--- src/rtl/breath_pkg.sv ---
package breath_pkg;

  // Strobes passed from the sequencing control to the ramp datapath.
  typedef struct packed {
    logic advance;  // one tick of the update divider
    logic armed;    // the downstream counter may run
  } ctrlStrobes_t;

endpackage

--- src/rtl/breath_ctrl.sv ---
module breath_ctrl
  import breath_pkg::*;
#(
  parameter int TICK_CYCLES = 7500
) (
  input  logic         clk,
  input  logic         rstN,
  input  logic         runEn,
  output ctrlStrobes_t ctrl
);

  localparam int CNT_W = (TICK_CYCLES > 1) ? $clog2(TICK_CYCLES) : 1;
  localparam logic [CNT_W-1:0] RELOAD = CNT_W'(TICK_CYCLES - 1);

  logic [CNT_W-1:0] tickCnt;
  logic             armedQ;
  logic             tickNow;

  // Down-counter: a tick happens on the edge where it wraps from zero.
  assign tickNow = runEn && (tickCnt == '0);

  always_ff @(posedge clk or negedge rstN) begin
    if (!rstN) begin
      tickCnt <= RELOAD;
    end else if (runEn) begin
      if (tickCnt == '0) begin
        tickCnt <= RELOAD;
      end else begin
        tickCnt <= tickCnt - 1'b1;
      end
    end
  end

  // The enable flag rises one edge after reset, earlier than any possible tick.
  always_ff @(posedge clk or negedge rstN) begin
    if (!rstN) begin
      armedQ <= 1'b0;
    end else begin
      armedQ <= 1'b1;
    end
  end

  assign ctrl.advance = tickNow;
  assign ctrl.armed   = armedQ;

endmodule

--- src/rtl/breath_datapath.sv ---
module breath_datapath
  import breath_pkg::*;
#(
  parameter int ACC_W   = 20,
  parameter int DUTY_W  = 32,
  parameter int STEP    = 10,
  parameter int START   = -65535,
  parameter int WRAP_HI = 65536,
  parameter int WRAP_LO = -65536
) (
  input  logic              clk,
  input  logic              rstN,
  input  ctrlStrobes_t      ctrl,
  output logic [DUTY_W-1:0] dutyOut,
  output logic              dutyStrobe
);

  localparam logic signed [ACC_W-1:0] STEP_V  = ACC_W'(STEP);
  localparam logic signed [ACC_W-1:0] START_V = ACC_W'(START);
  localparam logic signed [ACC_W-1:0] HI_V    = ACC_W'(WRAP_HI);
  localparam logic signed [ACC_W-1:0] LO_V    = ACC_W'(WRAP_LO);

  logic signed [ACC_W-1:0] phaseAcc;
  logic signed [ACC_W-1:0] phaseSum;
  logic signed [ACC_W-1:0] phaseMag;
  logic                    wrapHit;

  always_comb begin
    phaseSum = phaseAcc + STEP_V;
    wrapHit  = (phaseSum > HI_V);
    // Magnitude of the stepped value; zero maps to zero.
    if (phaseSum > $signed({ACC_W{1'b0}})) begin
      phaseMag = phaseSum;
    end else begin
      phaseMag = -phaseSum;
    end
  end

  always_ff @(posedge clk or negedge rstN) begin
    if (!rstN) begin
      phaseAcc <= START_V;
    end else if (ctrl.advance) begin
      phaseAcc <= wrapHit ? LO_V : phaseSum;
    end
  end

  always_ff @(posedge clk or negedge rstN) begin
    if (!rstN) begin
      dutyOut    <= '0;
      dutyStrobe <= 1'b0;
    end else begin
      dutyStrobe <= ctrl.advance && !wrapHit;
      if (ctrl.advance && !wrapHit) begin
        dutyOut <= DUTY_W'($unsigned(phaseMag));
      end
    end
  end

endmodule

--- src/rtl/breath_duty_seq.sv ---
module breath_duty_seq
  import breath_pkg::*;
#(
  parameter int TICK_CYCLES = 7500,
  parameter int ACC_W       = 20,
  parameter int DUTY_W      = 32,
  parameter int STEP        = 10,
  parameter int START       = -65535,
  parameter int WRAP_HI     = 65536,
  parameter int WRAP_LO     = -65536,
  parameter int PERIOD      = 65536
) (
  input  logic              clk,
  input  logic              rstN,
  input  logic              runEn,
  output logic [DUTY_W-1:0] dutyOut,
  output logic              dutyStrobe,
  output logic [DUTY_W-1:0] periodOut,
  output logic              countEnable
);

  ctrlStrobes_t ctrl;

  breath_ctrl #(
    .TICK_CYCLES(TICK_CYCLES)
  ) u_ctrl (
    .clk  (clk),
    .rstN (rstN),
    .runEn(runEn),
    .ctrl (ctrl)
  );

  breath_datapath #(
    .ACC_W  (ACC_W),
    .DUTY_W (DUTY_W),
    .STEP   (STEP),
    .START  (START),
    .WRAP_HI(WRAP_HI),
    .WRAP_LO(WRAP_LO)
  ) u_dp (
    .clk       (clk),
    .rstN      (rstN),
    .ctrl      (ctrl),
    .dutyOut   (dutyOut),
    .dutyStrobe(dutyStrobe)
  );

  assign periodOut   = DUTY_W'(PERIOD);
  assign countEnable = ctrl.armed;

endmodule

--- config.mk ---
export PLATFORM = sky130hd
export DESIGN_NAME = breath_duty_seq
export DESIGN_NICKNAME = d
export VERILOG_FILES = /design/src/rtl/breath_pkg.sv /design/src/rtl/breath_ctrl.sv /design/src/rtl/breath_datapath.sv /design/src/rtl/breath_duty_seq.sv
export SDC_FILE = /design/constraint.sdc
export NUM_CORES = 1
export LEC_CHECK = 0
export CORE_ASPECT_RATIO = 1.1
export CORE_MARGIN = 2
export CORE_UTILIZATION = 53
export DETAILED_ROUTE_END_ITERATION = 6
export PLACE_DENSITY = 0.89
export SLEW_MARGIN = 0
export SYNTH_ARGS = -nofsm -noshare
export SYNTH_HDL_FRONTEND = slang
export SYNTH_SLANG_ARGS = --single-unit
--- constraint.sdc ---
create_clock -name clk -period 3.49 [get_ports clk]
set_clock_uncertainty 0.15 [all_clocks]
set_input_delay 0.5235 -clock clk [delete_from_list [all_inputs] [get_ports clk]]
set_output_delay 0.5235 -clock clk [all_outputs]
set_load 0.02 [all_outputs]
Word-level counts from Yosys, hierarchy flattened
Cells that the tools add are included.
{ "op_classes": {"eq_ne": 0, "shift": 0, "n_reduce_logical": 4, "n_bitwise": 0, "div_mod_pow": 0, "n_lt_le_gt_ge": 2, "mux": 3, "n_addsub": 3, "multipliers": 0} }
{ "ops": {"columns": ["operator", "count"], "rows": [
  ["20-bit two-way mux", 2],
  ["20-bit by 5-bit adder with 20-bit output (second input constant)", 1],
  ["20-bit by 1-bit > comparator with 1-bit output (second input constant)", 1],
  ["20-bit by 18-bit > comparator with 1-bit output (second input constant)", 1],
  ["20-bit negation", 1],
  ["13-bit zero test", 1],
  ["13-bit two-way mux", 1],
  ["13-bit by 1-bit subtractor with 13-bit output (second input constant)", 1],
  ["1-bit logical AND", 2],
  ["1-bit zero test", 1]
]} }
{ "totals": {"romBits": 0, "latch_bits": 0, "mem_count": 0, "in_bits": 3, "ram_bits": 0, "regBits": 55} }

Logic depth before layout (Yosys ltp)
{ "depth": {"ltp_word": 4, "ltp_mapped": 13, "depth_no_buf": 10} }

Hierarchy
From an unflattened synthesis, not the netlist that was laid out.
{ "unflattened": {"cells_unflattened": 442, "hier_area_um2": 3844.9} }
{ "modules_own_cells": {"columns": ["mod", "n_inst", "cells_each", "area_each_um2", "seq_area_each_um2"], "rows": [
  ["breath_datapath", 1, 323, 2772.7, 1032.2],
  ["breath_ctrl", 1, 85, 824.5, 360.3],
  ["breath_duty_seq", 1, 34, 247.7, 0.0]
]} }

Worst setup path before layout
Ideal clock, no wire load.
{ "synth_path": {"path_type": "reg-to-reg", "from": "register u_dp.phaseAcc[2]", "to": "register u_dp.dutyOut[15]", "path_slack_ns": 0.491, "setup_ns": 0.103, "t_arrival_ns": 2.746, "path_buffers": 4, "path_stages_with_launch": 14, "period_less_slack_ns": 2.999, "t_required_ns": 3.237, "path_cell_list": "dfrtp_1 > ha_1 > clkbuf_1 > o211ai_1 > nor4_4 > a31oi_1 > or2_0 > buf_2 > a311oi_4 > nand2b_4 > buf_6 > buf_6 > nand2_1 > o41ai_2"} }
{ "synth_between": {"elab_chain_cells": 4, "word_cells_on_any_way": 7, "classes_between": "add/sub: 2; order compare: 2; mux: 1; reduce/logical: 2"} }
{ "synth_lines": {"columns": ["element", "line", "text"], "rows": [
  ["start: declaration", "breath_datapath.sv:23", "logic signed [ACC_W-1:0] phaseAcc;"],
  ["start signal: assignment", "breath_datapath.sv:43", "phaseAcc <= wrapHit ? LO_V : phaseSum;"],
  ["20-bit by 5-bit adder with 20-bit output (*)", "breath_datapath.sv:29", "phaseSum = phaseAcc + STEP_V;"],
  ["20-bit by 18-bit > comparator with 1-bit output", "breath_datapath.sv:30", "wrapHit = (phaseSum > HI_V);"],
  ["1-bit zero test", "breath_datapath.sv:53", "if (ctrl.advance && !wrapHit) begin"],
  ["1-bit logical AND", "breath_datapath.sv:53", null],
  ["end signal: assignment", "breath_datapath.sv:54", "dutyOut <= DUTY_W'($unsigned(phaseMag));"],
  ["end: declaration", "breath_datapath.sv:14", "output logic [DUTY_W-1:0] dutyOut,"]
]} }
Every way passes the cells marked *; elsewhere a longest branch is shown, timed or not.
A chain may end at the register's enable or synchronous reset.

Final worst setup path
{ "layout_path": {"from": "register u_dp.phaseAcc[2]", "to": "register u_dp.dutyOut[14]"} }
The elaborated chain is that of the path after synthesis.

==> flow_metrics.py <==
metrics = {
    "place": {
        "hpwl_um": 5770,
        "dpl-instance-area_mm2": 0.00396,
        "io_buffers": 24,
        "place_congestion": 0.943,
        "dp_cells": 533,
    },
    "job": {
        "max_cap_viol_count": 0,
    },
    "die": {
        "chipWidth_um": 84.7,
        "die_area_mm2": 0.00785,
        "ioPinCount": 69,
        "rows": 32,
        "start_util": 0.545,
        "coreArea_mm2": 0.00697,
        "die_h_um": 92.7,
    },
    "power_and_ir_drop": {
        "p_per_area_mw_per_mm2": 571,
        "peakVddDrop_mv": 0.327,
        "p_leak_nw": 1.81,
    },
    "cells_and_area": {
        "area_growth_pct": 6.93,
        "multi_input_area_mm2": 0.00206,
        "final_area_mm2": 0.00406,
        "finalNetCount": 462,
        "drive_above_1_share": 0.125,
        "most-common-layout-cells": "67 x nand2_1, 45 x conb_1, 42 x dfrtp_1",
        "seq_area_mm2": 0.00139,
        "antenna_cells": 0,
        "n_fill_cell": 629,
        "instances_no_fill": 541,
        "final_common_cell": "nand2_1",
    },
    "routing": {
        "num_vias": 3023,
        "first_pass_iters": 6,
        "post-route-drc-count": 0,
        "post_drt_wl_per_cell_um": 14.4,
        "drtIter0Drc": 277,
        "routed_wirelength_um": 7770,
        "final_antenna_net_count": 0,
        "viasPerCell": 5.59,
    },
    "setup_path": {
        "crit_fanout": 10,
        "crit_required_ns": 3.58,
        "worstPathArrival_ns": 3.34,
        "end_kind": "flop",
        "start_kind": "flop",
        "critical_path_class": "reg -> reg",
    },
    "cts": {
        "cts_tree": "yes",
        "htreeDepth": 2,
        "cts_hold_buf": 0,
        "clock_latency_ns": 0.33,
        "root_buffer": "clkbuf_8",
        "cts_buffers": 5,
        "ctsLongestPathBuffers": 2,
        "cts_sinks": 55,
        "cts.clk_slew.worst_paths_ns": 0.12,
    },
    "global_route": {
        "grt_pass1_wl_um": 12700,
        "track_usage": 0.200,
        "use_met2": 0.333,
        "grt_max_degree": 30,
        "met1_usage": 0.258,
        "top_usage_layer": "met2",
        "antenna_found_initial": 0,
        "grt.overflow.total": 0,
        "use_met3": 0.0321,
        "grt_pass1_vias": 2729,
    },
    "yosys": {
        "synth-seq-area-share": 0.367,
        "synth_flop_cell": "dfrtp_1",
        "ys_types": 66,
        "synthCells": 434,
        "synth_area_mm2": 0.00379,
        "synth_warnings": 0,
        "async_flop_share": 1.00,
        "ys_seq_elements": 55,
        "syn_avg_cell_area_um2": 8.74,
        "synth-edff-count": 0,
    },
    "timing": {
        "setup_viol": 0,
        "tightest_slew_ns": 0.627,
        "setup_tns_ns": 0,
        "rsz0062_at_grt": "false",
        "hold_violations": 0,
        "slew_violations": 0,
        "relSlewSlack": 0.582,
        "clock.fmax_ghz": 0.308,
        "fin_crit_sh": 0.929,
        "post-route-min-period_ns": 3.24,
    },
    "run_status": {
        "status": "finished, final reports clean",
    },
    "min_path": {
        "hold_class": "in -> async",
    },
}
[repair_timing]
action / 4_1_cts / 5_1_grt
setup endpoints to repair: 0 / 14
buffers inserted: 0 / 0
gates resized for setup: 0 / 1
[power breakdown]
| part | switching [mW] | total, mW | internal, mW |
|---|---|---|---|
| Sequential | 0.138 | 0.979 | 0.841 |
| Clock | 0.238 | 0.386 | 0.149 |
| Combinational | 0.547 | 0.951 | 0.403 |
| Total | 0.923 | 2.32 | 1.39 |
[synth_stat cells, drive strengths merged, types with 4 or more instances]
library cell / n / area [um2]
a21oi: 13 / 68.8
a31oi: 5 / 31.3
and3: 5 / 31.3
buf: 57 / 419
clkbuf: 14 / 53.8
dfrtp: 42 / 1050
dfstp: 13 / 342
ha: 4 / 50.1
inv: 9 / 33.8
mux2i: 6 / 60.1
nand2: 67 / 251
nand2b: 4 / 32.5
nand3: 9 / 50.1
nand4: 4 / 55.1
nor2: 25 / 96.4
nor2b: 4 / 25.0
nor3: 12 / 65.1
nor4: 10 / 92.6
o21ai: 41 / 205
o31ai: 14 / 105
xnor2: 27 / 236
xor2: 8 / 70.1
[area by class of cell]
cell class / count / area share
clock buffer: 5 / 0.0170
timing repair buffer: 42 / 0.0913
tap: 85 / 0.0262
sequential: 55 / 0.343
multi-input combinational: 342 / 0.507
clock inverter: 3 / 0.00648
inverter: 9 / 0.00833
[cells by family after synthesis]
kind of cell             share of synthesized area
AO/OA/AOI/OAI                                0.166
XOR/XNOR                                    0.0808
adder cells (fa/ha/maj)                     0.0132
buffers and inverters                        0.134
flip-flops                                   0.367
multiplexers                                0.0158
other                                      0.00198
AND/OR/NAND/NOR                              0.221
[worst max-delay path, cell delays in order (launching register included)]
cell,delay [ns]
dfrtp_1,0.50
ha_2,0.36
nor2_2,0.13
o31a_1,0.33
a211o_1,0.36
a2111oi_4,0.52
a21o_1,0.36
o21ai_0,0.18
xnor2_1,0.15
o21ai_0,0.14
[flip-flops by register name, indices dropped and copies added (netlist names)]
| register | cells |
|---|---|
| u_dp.phaseAcc | 20 |
| u_dp.dutyStrobe | 1 |
| u_dp.dutyOut | 20 |
| u_ctrl.tickCnt | 13 |
| u_ctrl.armedQ | 1 |
[per-stage QoR]
| stage | utilization | setup slack, ns | power [mW] | hold WS (ns) |
|---|---|---|---|---|
| 6_report | 0.582 | 0.248 | 2.32 | 0.0540 |
| 5_1_grt | 0.582 | 0.0106 | 2.48 | 0.100 |
| 4_1_cts | 0.582 | 0.205 | 2.32 | 0.0717 |
| 3_5_place_dp | 0.568 | 0.239 | 1.94 | 0.308 |
| 3_3_place_gp | 0.568 | 0.317 | 1.90 | 0.300 |
| 2_1_floorplan | - | 0.491 | 1.66 | 0.0779 |
[path summary, 6_finish.rpt]
check                                    endpoint         startpoint  cells past startpoint  slack [ns]
worst max-delay path             u_dp.dutyOut[14]   u_dp.phaseAcc[2]                      9        0.25
worst min-delay path             u_dp.dutyOut[11]               rstN                      1        0.05
worst max register to register   u_dp.dutyOut[14]   u_dp.phaseAcc[2]                      9        0.25
worst min register to register  u_ctrl.tickCnt[8]  u_ctrl.tickCnt[8]                      2        0.33
max in group asynchronous       u_ctrl.tickCnt[6]               rstN                      2        2.30
min in group clk                u_ctrl.tickCnt[8]  u_ctrl.tickCnt[8]                      2        0.33
[per-layer routing]
layer | share of wire | vias up
li1 | - | 1455
met1 | 0.44 | 1411
met5 | 0 | -
met3 | 0.062 | 17
met2 | 0.48 | 140
met4 | 0.022 | 0
No activity file was read; power rests on OpenSTA's default activity.
